`src/rtl/ppc_pkg.sv`:
```
// Shared types and helpers for the parallel port controller.
// Assumes an 8-bit control word; the field positions below are fixed by the
// configuration and set/reset word formats.
package ppc_pkg;

    // Register selected by the two address bits.
    typedef enum logic [1:0] {
        SEL_A   = 2'b00,
        SEL_B   = 2'b01,
        SEL_C   = 2'b10,
        SEL_CTL = 2'b11
    } ppc_sel_e;

    // Direction of each port group; 1 means input.
    typedef struct packed {
        logic a_in;
        logic cu_in;
        logic b_in;
        logic cl_in;
    } ppc_cfg_t;

    localparam ppc_cfg_t CFG_ALL_IN = '{a_in: 1'b1, cu_in: 1'b1, b_in: 1'b1, cl_in: 1'b1};

    // True when a control word is a well-formed basic-mode configuration.
    function automatic logic is_basic_cfg(input logic [7:0] w);
        return w[7] && (w[6:5] == 2'b00) && !w[2];
    endfunction

    // Rebuild the control word that a configuration corresponds to.
    function automatic logic [7:0] cfg_to_word(input ppc_cfg_t c);
        return {1'b1, 2'b00, c.a_in, c.cu_in, 1'b0, c.b_in, c.cl_in};
    endfunction

endpackage

```
`src/rtl/ppc_bus_decode.sv`:
```
// Processor bus decoder.
// Turns select, strobes and address into one-cycle write enables and a read
// qualifier. Assumes the strobes are synchronous to the core clock.
module ppc_bus_decode
    import ppc_pkg::*;
(
    input  logic       cs_n,
    input  logic       rd_n,
    input  logic       wr_n,
    input  logic [1:0] addr,
    input  logic [7:0] din,
    output logic       wr_a,
    output logic       wr_b,
    output logic       wr_c,
    output logic       wr_cfg,
    output logic       wr_bsr,
    output logic       rd_act,
    output ppc_sel_e   rd_sel
);

    logic     wr_act;
    logic     wr_ctl;
    ppc_sel_e sel;

    // Qualify the strobes with chip select and decode the target register.
    always_comb begin
        sel    = ppc_sel_e'(addr);
        wr_act = !cs_n && !wr_n;
        rd_act = !cs_n && !rd_n;
        rd_sel = sel;
        wr_a   = wr_act && (sel == SEL_A);
        wr_b   = wr_act && (sel == SEL_B);
        wr_c   = wr_act && (sel == SEL_C);
        wr_ctl = wr_act && (sel == SEL_CTL);
        wr_cfg = wr_ctl && is_basic_cfg(din);
        wr_bsr = wr_ctl && !din[7];
    end

endmodule

```
`src/rtl/ppc_cfg_reg.sv`:
```
// Direction register.
// Holds the four group directions. It loads only from a well-formed
// basic-mode word, which the decoder has already qualified.
// Uses a synchronous active-low reset that selects all inputs.
module ppc_cfg_reg
    import ppc_pkg::*;
(
    input  logic       clk,
    input  logic       rst_n,
    input  logic       wr_cfg,
    input  logic [7:0] din,
    output ppc_cfg_t   cfg,
    output logic [7:0] cfg_word
);

    // Capture the direction fields of an accepted configuration word.
    always_ff @(posedge clk) begin
        if (!rst_n) begin
            cfg <= CFG_ALL_IN;
        end else if (wr_cfg) begin
            cfg <= '{a_in: din[4], cu_in: din[3], b_in: din[1], cl_in: din[0]};
        end
    end

    // Present the stored configuration in control-word form for read-back.
    always_comb begin
        cfg_word = cfg_to_word(cfg);
    end

endmodule

```
`src/rtl/ppc_port_latch.sv`:
```
// Output latch of one port.
// The register can be cleared, loaded whole, or, when BSR_EN is set,
// updated one bit at a time. Clear has priority over load, and load has
// priority over a single-bit update.
// Uses a synchronous active-low reset that clears the latch.
module ppc_port_latch #(
    parameter int W      = 8,
    parameter bit BSR_EN = 1'b0,
    localparam int IDX_W = $clog2(W)
) (
    input  logic             clk,
    input  logic             rst_n,
    input  logic             clr,
    input  logic             ld,
    input  logic [W-1:0]     ld_data,
    input  logic             bit_we,
    input  logic [IDX_W-1:0] bit_idx,
    input  logic             bit_val,
    output logic [W-1:0]     q
);

    for (genvar i = 0; i < W; i++) begin : g_bit
        logic hit;
        logic r;

        // Decide whether a single-bit command targets this bit.
        assign hit = BSR_EN && bit_we && (bit_idx == IDX_W'(i));

        // Update this bit of the latch.
        always_ff @(posedge clk) begin
            if (!rst_n) begin
                r <= 1'b0;
            end else if (clr) begin
                r <= 1'b0;
            end else if (ld) begin
                r <= ld_data[i];
            end else if (hit) begin
                r <= bit_val;
            end
        end

        assign q[i] = r;
    end

endmodule

```
`src/rtl/ppc_read_mux.sv`:
```
// Read-data multiplexer.
// Picks the latch or the live pins for each port group according to its
// direction, and returns the control word at the control address. The
// output is 0 whenever no read is active. Purely combinational.
module ppc_read_mux
    import ppc_pkg::*;
#(
    parameter int W = 8,
    localparam int HALF = W / 2
) (
    input  logic         rd_act,
    input  ppc_sel_e     rd_sel,
    input  ppc_cfg_t     cfg,
    input  logic [7:0]   cfg_word,
    input  logic [W-1:0] a_lat,
    input  logic [W-1:0] b_lat,
    input  logic [W-1:0] c_lat,
    input  logic [W-1:0] pa_in,
    input  logic [W-1:0] pb_in,
    input  logic [W-1:0] pc_in,
    output logic [W-1:0] dout,
    output logic         dout_oe
);

    logic [W-1:0] a_val;
    logic [W-1:0] b_val;
    logic [W-1:0] c_val;

    // Choose the pins or the latch for each group.
    always_comb begin
        a_val = cfg.a_in ? pa_in : a_lat;
        b_val = cfg.b_in ? pb_in : b_lat;
        c_val[W-1:HALF] = cfg.cu_in ? pc_in[W-1:HALF] : c_lat[W-1:HALF];
        c_val[HALF-1:0] = cfg.cl_in ? pc_in[HALF-1:0] : c_lat[HALF-1:0];
    end

    // Drive the selected value only while a read is active.
    always_comb begin
        dout    = '0;
        dout_oe = rd_act;
        if (rd_act) begin
            unique case (rd_sel)
                SEL_A:   dout = a_val;
                SEL_B:   dout = b_val;
                SEL_C:   dout = c_val;
                SEL_CTL: dout = W'(cfg_word);
            endcase
        end
    end

endmodule

```
`src/rtl/par_port_ctrl.sv`:
```
// Top level of the programmable parallel port controller.
// Wires together the bus decoder, the direction register, the three port
// latches and the read multiplexer, and derives the output-enables from
// the directions. Assumes DATA_W is 8: the control word layout requires it.
// The external reset is active high. Inside, it becomes the synchronous
// active-low reset that every submodule uses.
module par_port_ctrl
    import ppc_pkg::*;
#(
    parameter int DATA_W = 8,
    localparam int HALF  = DATA_W / 2,
    localparam int IDX_W = $clog2(DATA_W)
) (
    input  logic              clk,
    input  logic              rst,
    input  logic              cs_n,
    input  logic              rd_n,
    input  logic              wr_n,
    input  logic [1:0]        addr,
    input  logic [DATA_W-1:0] din,
    output logic [DATA_W-1:0] dout,
    output logic              dout_oe,
    input  logic [DATA_W-1:0] pa_in,
    output logic [DATA_W-1:0] pa_out,
    output logic [DATA_W-1:0] pa_oe,
    input  logic [DATA_W-1:0] pb_in,
    output logic [DATA_W-1:0] pb_out,
    output logic [DATA_W-1:0] pb_oe,
    input  logic [DATA_W-1:0] pc_in,
    output logic [DATA_W-1:0] pc_out,
    output logic [DATA_W-1:0] pc_oe
);

    logic       rst_n;
    logic       wr_a, wr_b, wr_c, wr_cfg, wr_bsr, rd_act;
    ppc_sel_e   rd_sel;
    ppc_cfg_t   cfg;
    logic [7:0] cfg_word;

    // Convert the external reset to the internal active-low form.
    assign rst_n = !rst;

    ppc_bus_decode u_dec (
        .cs_n   (cs_n),
        .rd_n   (rd_n),
        .wr_n   (wr_n),
        .addr   (addr),
        .din    (din[7:0]),
        .wr_a   (wr_a),
        .wr_b   (wr_b),
        .wr_c   (wr_c),
        .wr_cfg (wr_cfg),
        .wr_bsr (wr_bsr),
        .rd_act (rd_act),
        .rd_sel (rd_sel)
    );

    ppc_cfg_reg u_cfg (
        .clk      (clk),
        .rst_n    (rst_n),
        .wr_cfg   (wr_cfg),
        .din      (din[7:0]),
        .cfg      (cfg),
        .cfg_word (cfg_word)
    );

    ppc_port_latch #(.W(DATA_W), .BSR_EN(1'b0)) u_lat_a (
        .clk     (clk),
        .rst_n   (rst_n),
        .clr     (wr_cfg),
        .ld      (wr_a),
        .ld_data (din),
        .bit_we  (1'b0),
        .bit_idx (din[IDX_W:1]),
        .bit_val (din[0]),
        .q       (pa_out)
    );

    ppc_port_latch #(.W(DATA_W), .BSR_EN(1'b0)) u_lat_b (
        .clk     (clk),
        .rst_n   (rst_n),
        .clr     (wr_cfg),
        .ld      (wr_b),
        .ld_data (din),
        .bit_we  (1'b0),
        .bit_idx (din[IDX_W:1]),
        .bit_val (din[0]),
        .q       (pb_out)
    );

    ppc_port_latch #(.W(DATA_W), .BSR_EN(1'b1)) u_lat_c (
        .clk     (clk),
        .rst_n   (rst_n),
        .clr     (wr_cfg),
        .ld      (wr_c),
        .ld_data (din),
        .bit_we  (wr_bsr),
        .bit_idx (din[IDX_W:1]),
        .bit_val (din[0]),
        .q       (pc_out)
    );

    // Drive each output-enable as the inverse of its group's direction.
    always_comb begin
        pa_oe              = {DATA_W{!cfg.a_in}};
        pb_oe              = {DATA_W{!cfg.b_in}};
        pc_oe[DATA_W-1:HALF] = {HALF{!cfg.cu_in}};
        pc_oe[HALF-1:0]      = {HALF{!cfg.cl_in}};
    end

    ppc_read_mux #(.W(DATA_W)) u_rd (
        .rd_act   (rd_act),
        .rd_sel   (rd_sel),
        .cfg      (cfg),
        .cfg_word (cfg_word),
        .a_lat    (pa_out),
        .b_lat    (pb_out),
        .c_lat    (pc_out),
        .pa_in    (pa_in),
        .pb_in    (pb_in),
        .pc_in    (pc_in),
        .dout     (dout),
        .dout_oe  (dout_oe)
    );

endmodule

```
`config.mk`:
```
export PLATFORM = sky130hd
export DESIGN_NAME = par_port_ctrl
export DESIGN_NICKNAME = d
export VERILOG_FILES = /design/src/rtl/ppc_pkg.sv /design/src/rtl/ppc_bus_decode.sv /design/src/rtl/ppc_cfg_reg.sv /design/src/rtl/ppc_port_latch.sv /design/src/rtl/ppc_read_mux.sv /design/src/rtl/par_port_ctrl.sv
export SDC_FILE = /design/constraint.sdc
export NUM_CORES = 1
export LEC_CHECK = 0
export BUFFER_PORTS_ARGS = -buffer_cell sky130_fd_sc_hd__buf_2
export CAP_MARGIN = 5
export CORE_ASPECT_RATIO = 1.4
export CORE_MARGIN = 10
export CORE_UTILIZATION = 44
export CTS_CLUSTER_DIAMETER = 150
export CTS_CLUSTER_SIZE = 14
export DETAILED_ROUTE_END_ITERATION = 12
export PLACE_DENSITY = 0.78
export SYNTH_ARGS = -nofsm -noshare
export SYNTH_HDL_FRONTEND = slang
export SYNTH_HIERARCHICAL = 1
export SYNTH_SLANG_ARGS = --single-unit
export TNS_END_PERCENT = 1
```
`constraint.sdc`:
```
create_clock -name clk -period 1.6 [get_ports clk]
set_input_delay 0.32 -clock clk [delete_from_list [all_inputs] [get_ports clk]]
set_output_delay 0.32 -clock clk [all_outputs]
set_load 0.05 [all_outputs]
```
### Yosys cells after proc, flatten, opt, wreduce, memory -nomap -nowiden

Index checks and enable logic that the tools add are counted.

| word-level totals | value |
|---|---|
| logic and storage cells | 99 |
| output and inout port bits | 57 |
| register bits | 28 |

| cells by class | value |
|---|---|
| reduce and logical (&&, ||, !) cells | 39 |
| mux-type cells | 22 |
| equal/unequal tests | 10 |

Operator list:

| operator | number |
|---|---|
| case mux 8 bit (4 select lines) | 1 |
| 2-to-1 mux 8 bit | 3 |
| logical AND 1 bit | 18 |
| 2-to-1 mux 1 bit | 16 |
| nonzero test 2 bit | 8 |
| == test 3 bit, second input constant | 4 |
| zero test 1 bit | 9 |
| 2-to-1 mux 4 bit | 2 |
| == test 3 x 2 -> 1 bit, second input constant | 2 |
| == test 2 bit, second input constant | 2 |
| zero test 2 bit | 2 |
| == test 3 x 1 -> 1 bit, second input constant | 1 |
| zero test 3 bit | 1 |
| == test 2 x 1 -> 1 bit, second input constant | 1 |
| OR reduction 2 bit | 1 |

### Logic depth before layout (Yosys ltp)

Gate-level depths: netlist (run 1).

| logic depth | value |
|---|---|
| depth in word-level cells | 7 |
| gate-level depth with buffers | 6 |
| mapped depth without buffers | 5 |

### Modules after synthesis

Netlist (run 1), hierarchy kept.

Modules (own cells, without submodules):

| module | area an instance (um2) | cells an instance | times used |
|---|---|---|---|
| ppc_port_latch at u_lat_a ... | 352.8 | 35 | 2 |
| ppc_read_mux | 589.3 | 58 | 1 |
| ppc_port_latch at u_lat_c | 493.0 | 51 | 1 |
| ppc_cfg_reg | 207.7 | 23 | 1 |
| par_port_ctrl | 172.7 | 26 | 1 |
| ppc_bus_decode | 75.1 | 10 | 1 |

### Worst setup path before layout (run 1)

OpenSTA, ideal clock, no wires.

| timing path | value |
|---|---|
| kind | in2out |
| start point | input addr[1] |
| end point | output dout[0] |
| arrival | 1685 ps |
| setup slack | -405 ps |
| stages on the path | 6 |
| cells stage by stage | buf_4 -> buf_6 -> nand2b_1 -> buf_4 -> o221ai_2 -> a21oi_1 |

| on the way | value |
|---|---|
| longest elaborated chain between the ends | 3 |
| elaborated cells on any way between the ends | 6 |
| those cells by class | eq/ne (3); mux (2); reduce/logical (1) |

RTL lines:

| item | RTL line | text |
|---|---|---|
| start: declaration | par_port_ctrl.sv:19 | `input logic [1:0] addr,` |
| == test 2 bit, or another cell as far along | ppc_read_mux.sv:42 | `unique case (rd_sel)` |
| case mux 8 bit (4 select lines) * | ppc_read_mux.sv:42 |  |
| 2-to-1 mux 8 bit * | ppc_read_mux.sv:41 | `if (rd_act) begin` |
| end: declaration | par_port_ctrl.sv:21 | `output logic [DATA_W-1:0] dout,` |

Mark *: on every way between the ends. The rest lies on a longest branch, timed or not.

### Worst setup path after layout (run 1)

| timing path | value |
|---|---|
| start point | register u_cfg/cfg[1] (netlist name) |
| end point | output dout[2] |

| on the way | value |
|---|---|
| longest elaborated chain between the ends | 3 |

RTL lines:

| item | RTL line | text |
|---|---|---|
| 2-to-1 mux 8 bit | ppc_read_mux.sv:32 | `b_val = cfg.b_in ? pb_in : b_lat;` |
| case mux 8 bit (4 select lines) | ppc_read_mux.sv:42 |  |
| 2-to-1 mux 8 bit | ppc_read_mux.sv:41 |  |

No other way between the ends.

==> impl_metrics.csv, run 1 <==
group,metric,value,unit
die,coreArea,4880,sq um
sta,slew_viol_final,0,
worst_setup_path,crit_fanout,4,
routing,wire_per_inst,18.3,microns
cts,clk_path_buf_depth,2,
routing,drtIter0Drc,116,
yosys,syn_avg_cell_area,9.45,sq um
sta,slew_headroom,61.4,%
worst_setup_path,cp-end-kind,"output pin",
cts,cts.htree.levels,1,
placement,port_buffers,95,
cts,ctsHoldBuffers,0,
worst_hold_path,worstHoldPathType,"primary input to register",
worst_setup_path,crit_type,"register to output pin",
cells_and_area,diodes,0,
worst_setup_path,reg2reg_setup_slack,600,ps
cts,insertion_delay,270,ps
cts,cts_buffers,3,
worst_setup_path,cp.required,1280,ps
flow_run,drv_cap,0,
sta,worst_slew_pin_slew,579,ps
yosys,yosys_warnings,6,
cells_and_area,drive_above_1_share,63.0,%
die,die_area,8380,sq um
outcome,status,"complete, but fails checks",
placement,dp_hpwl,5.41,mm
pwr,peakVddDrop,0.349,mV
outcome,failed_checks,"setup timing",
cts,cts-root-buf,"clkbuf_8",
routing,viasPerCell,5.19,
cells_and_area,fin_area,2890,sq um
grt,grt_usage,15.1,%
die,start_util,45.9,%
pwr,fin_total_pwr,1660,uW
cts,cts_tree,"done",
cells_and_area,nNetsFinal,343,
pwr,leakage,0.00138,uW
worst_setup_path,r2r-start,"u_lat_c/g_bit[5].r",
sta,max_freq,545,MHz
die,die_width,80.3,microns
worst_setup_path,r2r_end,"u_lat_c/g_bit[5].r",
routing,drt-pass1-iter-count,4,
grt,overflow,0,
worst_setup_path,cp-endpoint,"dout[2]",
sta,min_period_over_period,115,%
grt,grt_pass1_wl,10.3,mm
cts,clkSinkCount,28,
worst_setup_path,cp-startpoint,"u_cfg/cfg[1]",
sta,finalWorstSetupSlack,-236,ps
cts,clk_pin_slew_worst_paths,100,ps
die,row_count,30,
routing,routed_wl,6.73,mm
grt,antenna_found_initial,0,
grt,grt_pass1_vias,1990,
sta,fin_skew,0,ps
sta,rsz0062_at_grt,"true",
worst_setup_path,reg2reg_depth,2,
routing,ant_nets,0,
sta,finalCriticalPeriod,1840,ps
worst_setup_path,worst_setup_path_start_kind,"register",
die,die_height,104,microns
worst_setup_path,crit_arrival,1520,ps
yosys,synthCells,237,
die,pin_count,96,
cells_and_area,areaGrowthSynthToFinish,29.2,%
routing,drc,0,
grt,grt_max_degree,17,
yosys,syn_area,2240,sq um
sta,finalSetupViolCount,10,
placement,gp_congestion,0.852,
placement,dpl-instance-area,2610,sq um
pwr,power_density,572,nW/um^2
routing,num_vias,1906,
sta,hold_violations,0,
-- registers in the layout (all words and copies together) (netlist names) --
signal	cells
u_lat_b/g_bit.r	8
u_lat_a/g_bit.r	8
u_cfg/cfg	4
u_lat_c/g_bit.r	8
-- per-layer routing --
| metal | GRT usage [%] | routed length (microns) | vias to the layer above |
|---|---|---|---|
| met2 | 27.2 | 3500 | 92 |
| met1 | 17.0 | 2670 | 889 |
| met3 | 3.11 | 442 | 6 |
| met4 | 4.17 | 110 | 0 |
| met5 | 0 | 0 | - |
| li1 | - | - | 919 |
-- final cells by class --
type	instances	area (sq um)
well taps	64	80.1
flip-flops and latches	28	571
clock buffers	4	55.1
repair buffers	128	845
inverters	5	18.8
fillers	434	1990
multi-input cells	138	1330
-- cells in the final DEF (no fill, tap or decap), drive strengths merged --
cell type and instances:
buf 128, mux2i 28, dfxtp 28, mux2 24
nor2 18, nor2b 8, nor3 8, a21oi 8
a2111oi 8, o221ai 8, inv 5, nand2 5
clkbuf 4, conb 4, nand2b 4, and4b 3
nor4b 3, nor4 3, and4bb 3, or4b 1
and4 1, or2 1
-- what timing repair did --
action,in CTS,in global routing
hold endpoints to repair,0,0
pin swaps,8,7
endpoints found under the setup margin,16,39
setup buffers,0,1
cloned,0,0
gates resized for setup,36,29
-- through the flow --
step | hold WS, ps | std cells | util, % | TNS, ps | worst slack, ps
global placement | 498 | 362 | 53.5 | -5430 | -196
CTS | 368 | 366 | 57.0 | -1970 | -237
finish | 374 | 367 | 59.3 | -1750 | -236
global route | 391 | 367 | 59.3 | -2580 | -258
floorplan | 448 | 239 | - | -1430 | -104
detailed placement | 504 | 362 | 53.5 | -6630 | -260
-- worst max-delay path, cell delays in order, from the launching register on --
cell	delay (ps)
dfxtp_4	380
buf_6	120
mux2_4	300
mux2i_1	180
a21oi_2	100
buf_6	160
-- how the worst min path moves through the flow --
| stage | to | cells past startpoint | from |
|---|---|---|---|
| 2_1_floorplan | u_cfg/cfg[0] | 2 | din[0] |
| 3_3_place_gp | u_lat_a/g_bit[1].r | 2 | u_lat_a/g_bit[1].r |
| 3_5_place_dp | u_lat_b/g_bit[2].r | 2 | u_lat_b/g_bit[2].r |
| 4_1_cts | u_cfg/cfg[0] | 3 | din[0] |
| 5_1_grt | u_cfg/cfg[3] | 3 | din[4] |
| 6_report | u_cfg/cfg[3] | 3 | din[4] |
-- where the power goes --
| part | switching (uW) | internal [uW] |
|---|---|---|
| Sequential | 13.9 | 710 |
| Clock | 222 | 220 |
| Combinational | 289 | 201 |
No activity file was read; power rests on OpenSTA's default activity.
==> run 2: changes to the inputs <==
==> constraint.sdc (replaced) <==
create_clock -name clk -period 1.6 [get_ports clk]
set_input_delay 0.08 -clock clk [delete_from_list [all_inputs] [get_ports clk]]
set_output_delay 0.08 -clock clk [all_outputs]
set_load 0.05 [all_outputs]
==> impl_metrics.csv, run 2 (same netlist as run 1, synthesis figures left out) <==
group,metric,value,unit
sta,hold_ws,97.8,ps
outcome,failed_checks,"setup timing",
die,pin_count,96,
cts,clk_pin_slew_worst_paths,100,ps
grt,overflow,0,
routing,drt-pass1-iter-count,4,
die,die_height,104,microns
grt,grt_max_degree,16,
sta,finalSetupViolCount,1,
worst_hold_path,worstHoldPathType,"primary input to register",
worst_setup_path,cp-startpoint,"u_cfg/cfg[2]",
placement,port_buffers,95,
sta,slew_headroom,62.4,%
die,die_area,8380,sq um
cells_and_area,diodes,0,
sta,hold_violations,0,
cells_and_area,drive_above_1_share,58.8,%
cts,cts_tree,"done",
cts,cts_buffers,3,
worst_setup_path,cp-end-kind,"output pin",
cells_and_area,final_cell_mix,"87 x buf_2, 28 x mux2i_1, 24 x buf_4, 24 x dfxtp_1, 18 x nor2_1",
cells_and_area,nFillCells,433,
grt,grt_pass1_vias,2045,
cts,ctsHoldBuffers,0,
grt,antenna_found_initial,0,
sta,slew_viol_final,0,
routing,drc,0,
routing,viasPerCell,5.36,
cells_and_area,finalNonFillerCells,360,
pwr,peakVddDrop,0.371,mV
routing,drtIter0Drc,107,
routing,num_vias,1928,
placement,dp_hpwl,5.38,mm
outcome,status,"complete, but fails checks",
sta,rsz0062_at_grt,"true",
flow_run,drv_cap,0,
die,coreArea,4880,sq um
die,start_util,45.9,%
worst_setup_path,crit_fanout,5,
die,row_count,30,
grt,grt_pass1_wl,10.5,mm
worst_hold_path,hp-start,"din[7]",
worst_setup_path,worst_setup_path_start_kind,"register",
grt,grt_usage,15.7,%
routing,routed_wl,7.04,mm
cells_and_area,final_common_cell,"buf_2",
worst_setup_path,critical_path.top_delay_family,"flip-flops",
cts,clkSinkCount,28,
placement,dp.cells,354,
sta,finalCriticalPeriod,1600,ps
sta,finalWorstSetupSlack,-1.91,ps
cts,clk_path_buf_depth,2,
pwr,power_density,602,nW/um^2
worst_setup_path,crit_arrival,1520,ps
worst_setup_path,worst-path-buf-inv,1,
worst_setup_path,crit_type,"register to output pin",
sta,fin_skew,0,ps
routing,wire_per_inst,19.5,microns
cts,insertion_delay,270,ps
routing,ant_nets,0,
sta,min_period_over_period,100,%
pwr,leakage,0.00133,uW
pwr,fin_total_pwr,1640,uW
die,die_width,80.3,microns
sta,max_freq,624,MHz
cts,cts-root-buf,"clkbuf_8",
cts,cts.htree.levels,1,
placement,gp_congestion,0.910,
cells_and_area,nNetsFinal,336,
worst_setup_path,r2r-start,"u_cfg/cfg[3]",
sta,worst_slew_pin_slew,563,ps
worst_setup_path,cpMaxStageDelayCell,"dfxtp_2",
worst_setup_path,worst_path_largest_cell_delay,400,ps
sta,fin_tns_setup,-1.91,ps
worst_setup_path,cp.required,1520,ps
cells_and_area,reg_top3,"u_lat_a/g_bit.r x8, u_lat_b/g_bit.r x8, u_lat_c/g_bit.r x8",
cells_and_area,areaGrowthSynthToFinish,21.8,%
worst_setup_path,crit_path_cell_trace,"mux2_2 -> o221ai_4 -> a21oi_1 -> buf_4",
-- run 2: changes by cell type in the layout (fill, tap and decap cells not counted), sizes merged --
| cell | delta |
|---|---|
| buf | -7 |
-- run 2: report_power, final --
group          leakage (uW)  switching [uW]  total (uW)  internal (uW)
Combinational       0.00108             284         464            180
Sequential         0.000225            12.8         724            711
Clock             0.0000288             232         453            221
-- run 2: layer usage --
layer,GRT usage (%),vias up,routed length (microns)
met5,0,-,0
met4,10.5,0,278
met3,3.89,16,608
met2,27.1,106,3590
met1,15.7,908,2560
li1,-,898,-
-- run 2: what timing repair did --
item / 4_1_cts / 5_1_grt
resized for setup: 22 / 23
pin swaps: 1 / 14
setup buffers: 1 / 1
endpoints found under the setup margin: 8 / 8
-- run 2: worst register-to-register path: stages, from the launching register on --
cell and delay, ps:
dfxtp_2 350, buf_8 140, buf_4 130, mux2i_1 150
nand2_1 70
-- run 2: cell type report --
type / instances / area, sq um / area share [%]
multi-input combinational: 138 / 1270 / 46.7
timing repair buffer: 121 / 732 / 26.8
sequential: 28 / 568 / 20.8
tap: 64 / 80.1 / 2.93
clock buffer: 4 / 55.1 / 2.02
inverter: 5 / 18.8 / 0.688
-- run 2: worst paths after layout --
| check | depth (start not counted) | slack [ps] | end |
|---|---|---|---|
| setup / recovery | 4 | -2 | dout[6] |
| hold / removal | 3 | 100 | u_lat_b/g_bit[7].r |
| setup reg to reg | 4 | 650 | u_cfg/cfg[3] |
| hold reg to reg | 2 | 540 | u_lat_b/g_bit[4].r |
-- run 2: stage by stage --
stage                     instance area, sq um  util (%)  setup slack, ps
after floorplan                           2250         -            -42.8
after global placement                    2490      51.0             38.7
after detailed placement                  2490      51.0            -50.2
after CTS                                 2610      53.5            -3.54
after global routing                      2730      55.9            -32.5
final                                     2730      55.9            -1.91
==> run 3: changes to the inputs <==
CORE_UTILIZATION = 40   (was 44)
PLACE_DENSITY = 0.72   (was 0.78)
==> impl_metrics.csv, run 3 (same netlist as run 1, synthesis figures left out) <==
group,metric,value,unit
cells_and_area,reg_top3,"u_lat_a/g_bit.r x8, u_lat_b/g_bit.r x8, u_lat_c/g_bit.r x8",
grt,grt_pass1_vias,1871,
sta,finalCriticalPeriod,1620,ps
sta,finalSetupViolCount,2,
routing,num_vias,1827,
cells_and_area,nFillCells,529,
sta,hold_ws,105,ps
cts,cts.htree.levels,1,
die,die_area,9030,sq um
grt,overflow,0,
pwr,leakage,0.00129,uW
routing,wire_per_inst,18.2,microns
routing,drtIter0Drc,79,
cts,cts-root-buf,"clkbuf_8",
worst_hold_path,worstHoldPathType,"primary input to register",
pwr,power_density,639,nW/um^2
die,pin_count,96,
cells_and_area,final_cell_mix,"87 x buf_2, 26 x mux2i_1, 24 x dfxtp_1",
flow_run,drv_cap,0,
die,coreArea,5490,sq um
cells_and_area,nNetsFinal,331,
placement,dp_hpwl,5.47,mm
worst_setup_path,crit_path_cell_trace,"clkbuf_16 -> mux2_4 -> mux2i_1 -> a21oi_1 -> buf_4",
sta,worst_slew_pin_slew,497,ps
sta,slew_headroom,66.7,%
worst_setup_path,cpMaxStageDelayCell,"dfxtp_4",
cells_and_area,post-route-util,48.5,%
cells_and_area,drive_above_1_share,57.4,%
sta,finalWorstSetupSlack,-16.7,ps
cts,insertion_delay,260,ps
cells_and_area,diodes,0,
grt,grt_usage,13.2,%
cts,clk_pin_slew_worst_paths,90,ps
cts,cts_buffers,3,
sta,max_freq,619,MHz
grt,antenna_found_initial,0,
sta,slew_viol_final,0,
worst_setup_path,worst_path_largest_cell_delay,390,ps
grt,grt_pass1_wl,9.85,mm
placement,port_buffers,95,
worst_setup_path,crit_type,"register to output pin",
routing,routed_wl,6.55,mm
routing,drt-pass1-iter-count,5,
die,row_count,32,
cells_and_area,final_common_cell,"buf_2",
routing,drc,0,
cells_and_area,areaGrowthSynthToFinish,18.7,%
placement,dpl-instance-area,2480,sq um
cts,cts_tree,"done",
outcome,status,"complete, but fails checks",
cts,ctsHoldBuffers,0,
worst_setup_path,worst_setup_path_start_kind,"register",
worst_setup_path,critical_path.top_delay_family,"multiplexers",
pwr,peakVddDrop,0.456,mV
worst_setup_path,worst-path-buf-inv,2,
cts,clkSinkCount,28,
routing,ant_nets,0,
worst_setup_path,crit_fanout,5,
die,die_width,83.2,microns
sta,rsz0062_at_grt,"true",
sta,min_period_over_period,101,%
die,start_util,40.8,%
sta,fin_skew,0,ps
worst_setup_path,crit_arrival,1540,ps
worst_setup_path,cp.required,1520,ps
die,die_height,109,microns
cts,clk_path_buf_depth,2,
routing,viasPerCell,5.09,
outcome,failed_checks,"setup timing",
grt,grt_max_degree,17,
cells_and_area,fin_area,2660,sq um
sta,hold_violations,0,
placement,gp_congestion,0.829,
worst_setup_path,cp-end-kind,"output pin",
[run 3: changes by cell type in the layout (fill, tap and decap cells not counted), sizes merged]
cell / before / now
bufinv: 0 / 1
buf: 121 / 115
[run 3: stage by stage]
step	TNS [ps]	cells	power, uW	setup slack (ps)
2_1_floorplan	-286	239	1040	-42.8
3_3_place_gp	0	354	1140	1.30
3_5_place_dp	-174	354	1150	-37.5
4_1_cts	-57.2	358	1690	-21.0
5_1_grt	-289	359	1750	-50.5
6_report	-20.6	359	1700	-16.7
[run 3: per-layer routing]
layer,GRT usage [%],routed length [microns]
met1,13.8,2400
met2,25.5,3540
met4,3.54,63
met5,0,0
met3,3.54,550
[run 3: worst paths after layout]
| check | start | endpoint | slack [ps] | cells after the start |
|---|---|---|---|---|
| max | u_cfg/cfg[1] | dout[3] | -20 | 5 |
| min reg2reg | u_lat_b/g_bit[7].r | u_lat_b/g_bit[7].r | 530 | 2 |
| max reg2reg | u_lat_c/g_bit[7].r | u_lat_c/g_bit[7].r | 600 | 2 |
| min | rst | u_cfg/cfg[1] | 110 | 3 |
[run 3: area by class of cell]
| class | count | area (sq um) | share of cell area (%) |
|---|---|---|---|
| sequential | 28 | 571 | 21.5 |
| clock buffer | 3 | 41.3 | 1.55 |
| multi-input combinational | 138 | 1210 | 45.7 |
| clock inverter | 1 | 30.0 | 1.13 |
| inverter | 5 | 18.8 | 0.706 |
| timing repair buffer | 116 | 698 | 26.3 |
| tap | 68 | 85.1 | 3.20 |
[run 3: worst reg2reg max path, cell delays in order, from the launching register on]
cell       delay (ps)
dfxtp_1           410
nor3_1             80
a2111oi_1         400
[run 3: report_power, final]
group	internal, uW	switching (uW)	total [uW]
clock network	334	212	547
registers	710	14.3	724
logic	164	263	427
total	1210	490	1700
[run 3: repair_timing]
action,in CTS,in global routing
resized for setup,15,14
gates cloned,0,1
buffers inserted,0,0
pin swaps,2,9
setup endpoints to repair,8,8
